**src/rtl/smc_pkg.sv**
```systemverilog
package smc_pkg;
  localparam int WAIT_W = 2;

  typedef struct packed {
    logic [1:0]        width;
    logic              wr_dev;
    logic              page;
    logic [WAIT_W-1:0] seq_w;
    logic [WAIT_W-1:0] rnd_w;
  } smc_cfg_t;

  localparam int CFG_W = $bits(smc_cfg_t);

  localparam smc_cfg_t CFG_RESET = '{width: 2'b00, wr_dev: 1'b0, page: 1'b0,
                                     seq_w: 2'b11, rnd_w: 2'b11};

  typedef enum logic [1:0] {ST_IDLE, ST_ACC, ST_END, ST_OPEN} smc_state_e;

  // bytes per bus word for a width code
  function automatic logic [2:0] width_bytes(input logic [1:0] code);
    case (code)
      2'b01:   width_bytes = 3'd1;
      2'b10:   width_bytes = 3'd2;
      default: width_bytes = 3'd4;
    endcase
  endfunction
endpackage

```
**src/rtl/smc_cfg_bank.sv**
```systemverilog
module smc_cfg_bank
  import smc_pkg::*;
#(
  parameter int NREG = 2,
  parameter int RW   = 1
) (
  input  logic          clk,
  input  logic          rst,
  input  logic [1:0]    boot_strap,
  input  logic          cfg_we,
  input  logic [RW-1:0] cfg_sel,
  input  smc_cfg_t      cfg_wdata,
  input  logic [RW-1:0] rd_sel,
  output smc_cfg_t      cfg_o
);
  smc_cfg_t   cfg_q [NREG];
  logic [1:0] boot_code;

  // strap follows the pins while reset is high, frozen afterwards
  always_ff @(posedge clk) begin
    if (rst) boot_code <= boot_strap;
  end

  for (genvar g = 0; g < NREG; g++) begin : g_region
    always_ff @(posedge clk) begin
      if (rst)                                cfg_q[g] <= CFG_RESET;
      else if (cfg_we && cfg_sel == RW'(g))   cfg_q[g] <= cfg_wdata;
    end
  end

  always_comb begin
    cfg_o = CFG_RESET;
    for (int i = 0; i < NREG; i++) begin
      if (rd_sel == RW'(i)) cfg_o = cfg_q[i];
    end
    if (rd_sel == '0) cfg_o.width = boot_code;
  end
endmodule

```
**src/rtl/smc_seq_detect.sv**
```systemverilog
module smc_seq_detect
  import smc_pkg::*;
#(
  parameter int AW = 16,
  parameter int RW = 1
) (
  input  smc_cfg_t          cfg_i,
  input  logic              open_i,
  input  logic [RW-1:0]     req_region,
  input  logic [AW-1:0]     req_addr,
  input  logic [RW-1:0]     last_region,
  input  logic [AW-1:0]     last_addr,
  output logic [WAIT_W-1:0] acc_wait
);
  logic [AW-1:0]     next_addr;
  logic [WAIT_W-1:0] seq_eff;
  logic              hit;

  assign next_addr = last_addr + AW'(width_bytes(cfg_i.width));

  // a write-strobed device never gets zero sequential waits
  assign seq_eff = (cfg_i.wr_dev && cfg_i.seq_w == '0) ? WAIT_W'(1) : cfg_i.seq_w;

  assign hit = open_i && cfg_i.page && (req_region == last_region) &&
               (req_addr == next_addr);

  assign acc_wait = hit ? seq_eff : cfg_i.rnd_w;
endmodule

```
**src/rtl/smc_cycle_fsm.sv**
```systemverilog
module smc_cycle_fsm
  import smc_pkg::*;
#(
  parameter int NREG      = 2,
  parameter int AW        = 16,
  parameter int DW        = 32,
  parameter int RW        = 1,
  parameter int BURST_MAX = 4
) (
  input  logic              clk,
  input  logic              rst,
  input  logic              req,
  input  logic [RW-1:0]     req_region,
  input  logic [AW-1:0]     req_addr,
  input  logic              req_write,
  input  logic [DW-1:0]     req_wdata,
  input  logic [WAIT_W-1:0] acc_wait,
  input  logic              mem_ready,
  input  logic [DW-1:0]     mem_rdata,
  output logic [NREG-1:0]   cs_n,
  output logic              oe_n,
  output logic              we_n,
  output logic [AW-1:0]     mem_addr,
  output logic [DW-1:0]     mem_wdata,
  output logic              done,
  output logic [DW-1:0]     rdata,
  output logic              open_o,
  output logic [RW-1:0]     last_region,
  output logic [AW-1:0]     last_addr
);
  localparam int BC_W = $clog2(BURST_MAX + 1);

  smc_state_e        st;
  logic [WAIT_W-1:0] wcnt;
  logic [BC_W-1:0]   bcnt;
  logic              wr_q;
  logic [RW-1:0]     cur_region;
  logic              same_region;
  logic              burst_full;
  logic              start_acc;

  assign same_region = (req_region == cur_region);
  assign burst_full  = (bcnt == BC_W'(BURST_MAX));
  assign start_acc   = req && ((st == ST_IDLE) || (st == ST_OPEN && same_region));

  always_ff @(posedge clk) begin
    if (rst) begin
      st         <= ST_IDLE;
      cs_n       <= '1;
      oe_n       <= 1'b1;
      we_n       <= 1'b1;
      done       <= 1'b0;
      wcnt       <= '0;
      bcnt       <= '0;
      wr_q       <= 1'b0;
      cur_region <= '0;
      mem_addr   <= '0;
      mem_wdata  <= '0;
      rdata      <= '0;
    end else begin
      done <= 1'b0;
      if (start_acc) begin
        st         <= ST_ACC;
        cur_region <= req_region;
        mem_addr   <= req_addr;
        mem_wdata  <= req_wdata;
        wr_q       <= req_write;
        cs_n       <= ~(NREG'(1) << req_region);
        oe_n       <= req_write;
        we_n       <= ~req_write;
        wcnt       <= acc_wait;
        bcnt       <= (st == ST_IDLE) ? BC_W'(1) : bcnt + BC_W'(1);
      end else begin
        case (st)
          ST_ACC: begin
            if (wcnt != '0) begin
              wcnt <= wcnt - WAIT_W'(1);
            end else if (mem_ready) begin
              oe_n <= 1'b1;
              we_n <= 1'b1;
              done <= 1'b1;
              if (!wr_q)     rdata <= mem_rdata;
              if (burst_full) cs_n <= '1;
              st <= ST_END;
            end
          end
          ST_END:  st <= burst_full ? ST_IDLE : ST_OPEN;
          ST_OPEN: begin
            // only a request for another region reaches here
            if (req) begin
              cs_n <= '1;
              st   <= ST_IDLE;
            end
          end
          default: ;
        endcase
      end
    end
  end

  assign open_o      = (st == ST_OPEN);
  assign last_region = cur_region;
  assign last_addr   = mem_addr;
endmodule

```
**src/rtl/smc_strobe_seq.sv**
```systemverilog
module smc_strobe_seq
  import smc_pkg::*;
#(
  parameter  int NREG      = 2,
  parameter  int AW        = 16,
  parameter  int DW        = 32,
  parameter  int BURST_MAX = 4,
  localparam int RW        = $clog2(NREG)
) (
  input  logic            clk,
  input  logic            rst,
  input  logic [1:0]      boot_strap,
  input  logic            cfg_we,
  input  logic [RW-1:0]   cfg_sel,
  input  logic [CFG_W-1:0] cfg_wdata,
  input  logic            req,
  input  logic [RW-1:0]   req_region,
  input  logic [AW-1:0]   req_addr,
  input  logic            req_write,
  input  logic [DW-1:0]   req_wdata,
  output logic            done,
  output logic [DW-1:0]   rdata,
  output logic [NREG-1:0] cs_n,
  output logic            oe_n,
  output logic            we_n,
  output logic [AW-1:0]   mem_addr,
  output logic [DW-1:0]   mem_wdata,
  input  logic [DW-1:0]   mem_rdata,
  input  logic            mem_ready
);
  smc_cfg_t          req_cfg;
  logic              open_s;
  logic [RW-1:0]     last_region;
  logic [AW-1:0]     last_addr;
  logic [WAIT_W-1:0] acc_wait;

  smc_cfg_bank #(.NREG(NREG), .RW(RW)) u_cfg (
    .clk        (clk),
    .rst        (rst),
    .boot_strap (boot_strap),
    .cfg_we     (cfg_we),
    .cfg_sel    (cfg_sel),
    .cfg_wdata  (smc_cfg_t'(cfg_wdata)),
    .rd_sel     (req_region),
    .cfg_o      (req_cfg)
  );

  smc_seq_detect #(.AW(AW), .RW(RW)) u_seq (
    .cfg_i       (req_cfg),
    .open_i      (open_s),
    .req_region  (req_region),
    .req_addr    (req_addr),
    .last_region (last_region),
    .last_addr   (last_addr),
    .acc_wait    (acc_wait)
  );

  smc_cycle_fsm #(.NREG(NREG), .AW(AW), .DW(DW), .RW(RW), .BURST_MAX(BURST_MAX)) u_fsm (
    .clk         (clk),
    .rst         (rst),
    .req         (req),
    .req_region  (req_region),
    .req_addr    (req_addr),
    .req_write   (req_write),
    .req_wdata   (req_wdata),
    .acc_wait    (acc_wait),
    .mem_ready   (mem_ready),
    .mem_rdata   (mem_rdata),
    .cs_n        (cs_n),
    .oe_n        (oe_n),
    .we_n        (we_n),
    .mem_addr    (mem_addr),
    .mem_wdata   (mem_wdata),
    .done        (done),
    .rdata       (rdata),
    .open_o      (open_s),
    .last_region (last_region),
    .last_addr   (last_addr)
  );
endmodule

```
**config.mk**
```make
export PLATFORM = sky130hd
export DESIGN_NAME = smc_strobe_seq
export DESIGN_NICKNAME = d
export VERILOG_FILES = /design/src/rtl/smc_pkg.sv /design/src/rtl/smc_cfg_bank.sv /design/src/rtl/smc_seq_detect.sv /design/src/rtl/smc_cycle_fsm.sv /design/src/rtl/smc_strobe_seq.sv
export SDC_FILE = /design/constraint.sdc
export NUM_CORES = 1
export LEC_CHECK = 0
export ABC_AREA = 1
export BUFFER_PORTS_ARGS = -buffer_cell sky130_fd_sc_hd__buf_2
export CAP_MARGIN = 0
export CORE_MARGIN = 2
export CORE_UTILIZATION = 23
export DETAILED_ROUTE_END_ITERATION = 7
export GPL_ROUTABILITY_DRIVEN = 0
export HOLD_SLACK_MARGIN = 0.06
export PLACE_DENSITY_LB_ADDON = 0.08
export SYNTH_ARGS = -nofsm -noshare
export SYNTH_HDL_FRONTEND = slang
export SYNTH_SLANG_ARGS = --single-unit
```
**constraint.sdc**
```tcl
create_clock -name clk -period 9.1 [get_ports clk]
set_input_delay 1.365 -clock clk [delete_from_list [all_inputs] [get_ports clk]]
set_output_delay 1.365 -clock clk [all_outputs]
set_load 0.02 [all_outputs]
```
==> results.toml <==
[status]
outcome = "finished, final reports clean"

[power]
peakVddDrop_mv = 0.0849
p_per_area_nw_per_um2 = 216
p_leak_nw = 3.10

[timing]
hold_viol_final = 0
final.setup.tns_ps = 0
final.setup.worst_slack_ps = 5150
worst_clock_skew_ps = 10.8
setup_viol = 0
fin_crit_sh_pct = 43.4
finalCriticalPeriod_ps = 3950
max_slew_margin_pct = 44.1
maxSlewViolCount = 0
finalHoldWorstSlack_ps = 461
rsz0062_at_grt = "false"
max_freq_mhz = 253
tightest_slew_ps = 839

[clock_network]
cts_tree = "done"
clk_latency_ps = 360
cts_buffers = 9
cts_hold_buffers = 0
clock-sinks = 110
clk_path_buf_depth = 2
cts_resized = 0
cts_setup_buffers = 0
root_buffer = "clkbuf_16"
path_clk_slew_ps = 80
htree_num_levels = 3

[global_routing]
first_global_vias = 4952
grt_overflow = 0
grt_pass1_wl_um = 26200
grt_usage_pct = 13.8
grt_antenna_before_repair = 0
grt_max_degree = 45

[floorplanning]
start_util_pct = 23.2
ios = 183
die_h_um = 154
row_count = 55
die_area_um2 = 23800
die_w_um = 154
core_area_um2 = 22400

[logic_synthesis]
syn_inst = 714
seq_area_frac_synth_pct = 45.5
syn_area_per_cell_um2 = 7.28
synth.largest_area_cell = "dfxtp_1"
ys_top_cells_by_area = "dfxtp_1 36%, nand2_1 17%, edfxtp_1 9.2%"
synth_ff_type = "dfxtp_1"
ys_ff_latch = 110
yosysMostFrequentCell = "nand2_1"
synthTopCellsByCount = "229 x nand2_1, 94 x dfxtp_1, 86 x a21oi_1"
yosys.area.top_type_share_pct = 36.2
synthMuxAreaShare_pct = 0.385
synth_fa_ha_area_share_pct = 3.27
synth_cell_type_count = 36
synth_compound_area_share_pct = 12.4
synthSimpleGateAreaFrac_pct = 29.5
yosys_warnings = 0
synth_xor_xnor_area_share_pct = 1.35
synth.cell_area_um2 = 5200
synth_top_family_by_area = "simple AND/OR/NAND/NOR gates"
ys_async_sr_fraction_pct = 0
syn_nets = 825
synth_edf_count = 16

[layout]
fill_cells = 2487
diodes = 0
syn_to_final_growth_pct = 28.9
stdcell_area_um2 = 6700
drive_above_1_share_pct = 26.4
nets = 993
utilization_pct = 29.9

[detailed_routing]
first_pass_iters = 5
route.detailed.drc = 0
ant_nets = 0
vias = 4967
routedWlPerCell_um = 13.8
vias_per_cell = 4.24
wl_um = 16200
drt_iter0_drc = 254

[place]
port-buffer-count = 182
place_area_um2 = 6390
dp_hpwl_um = 11600
dpl_worst_slack_ps = 4760

[job]
cap_viol_max_count = 0

[worst_setup_path]
crit_required_ps = 9340
arrival_ps = 4190
endpoint_kind = "register"
cp_max_fo = 10
startpoint_type = "input pin"
setup.worst_path.class = "in -> reg"

[hold_path]
hp-class = "reg -> reg"
[flip-flops by register name (all words and copies together), names as in the netlist, 2 cells and up]
signal           cells
u_cfg.boot_code      2
u_cfg.cfg_q         14
u_fsm.bcnt           3
u_fsm.cs_n           2
u_fsm.last_addr     16
u_fsm.mem_wdata     32
u_fsm.rdata         32
u_fsm.st             2
u_fsm.wcnt           2
[cells in the final DEF, fill, tap and decap left out, types with 3 or more instances in the layout]
master	synthesis	final
a211oi_1	3	3
a21oi_1	86	86
buf_2	13	182
buf_4	1	6
clkbuf_16	0	9
dfxtp_1	94	94
edfxtp_1	16	16
ha_1	12	12
inv_1	65	65
inv_2	3	3
inv_6	0	3
nand2_1	229	229
nand2_2	8	8
nand3_1	53	53
nand3b_1	3	3
nand4_1	7	7
nor2_1	42	42
nor2_2	6	6
nor3_1	3	3
o211ai_1	3	3
o21ai_0	20	20
xnor2_1	5	5
xor2_1	3	3
[worst max-delay path, cell delays in order]
cell     delay (ps)
buf_2           200
inv_2           100
or2_2           280
o21ai_0         120
inv_1            80
ha_1            200
ha_1            220
fa_1            420
nand3_1         110
nand2_2         130
nand2_2         120
nor2_1           40
nand2_1          90
nand2_1          60
nand2_1          50
nand2_1          60
nor2_1          100
nand2_1          80
nor2_1          130
nand2_1          60
o21ai_1         100
a21oi_2          70
[final timing paths]
kind,startpoint,to,cells after the start,slack [ps]
hold reg to reg,u_fsm.mem_wdata[1],u_fsm.mem_wdata[1],2,460
hold / removal,u_fsm.mem_wdata[1],u_fsm.mem_wdata[1],2,460
setup / recovery,req_region,u_fsm.wcnt[0],22,5150
setup reg to reg,u_cfg.cfg_q[1][6],u_fsm.wcnt[0],20,6060
[per-stage QoR]
stage               power, W  instances
CTS                  0.00148       1172
global route         0.00155       1172
global placement     0.00106       1156
floorplan           0.000895        714
detailed placement   0.00105       1156
finish               0.00145       1172
[layout make-up]
class	instances	area (um2)	share of cell area, %
flip-flops and latches	110	2360	35.3
multi-input cells	504	2450	36.6
clock buffers	9	225	3.36
repair buffers	188	956	14.3
inverters	69	259	3.87
well taps	285	357	5.32
clock inverters	7	85.1	1.27
[kinds of logic after synthesis]
logic type / after synthesis
flip-flops: 110
AO/OA/AOI/OAI: 121
XOR/XNOR: 8
AND/OR/NAND/NOR: 360
adder cells (fa/ha/maj): 13
multiplexers: 2
buffers and inverters: 100
[layer usage]
layer	share of wire, %	routed length (um)	up-vias	GRT usage (%)
li1	-	-	2627	-
met2	46	7420	136	23.1
met5	0	0	-	0
met3	7.3	1180	9	4.26
met4	0.93	151	0	3.09
met1	46	7470	2195	17.4
[where the power goes]
group / switching (W) / internal (W) / total, W / leakage, nW
sequential: 0.0000424 / 0.000553 / 0.000595 / 0.926
combinational: 0.000292 / 0.000140 / 0.000432 / 2.02
clock: 0.000210 / 0.000208 / 0.000418 / 0.155
total: 0.000544 / 0.000901 / 0.00145 / 3.10
No activity file was read; power rests on OpenSTA's default activity.
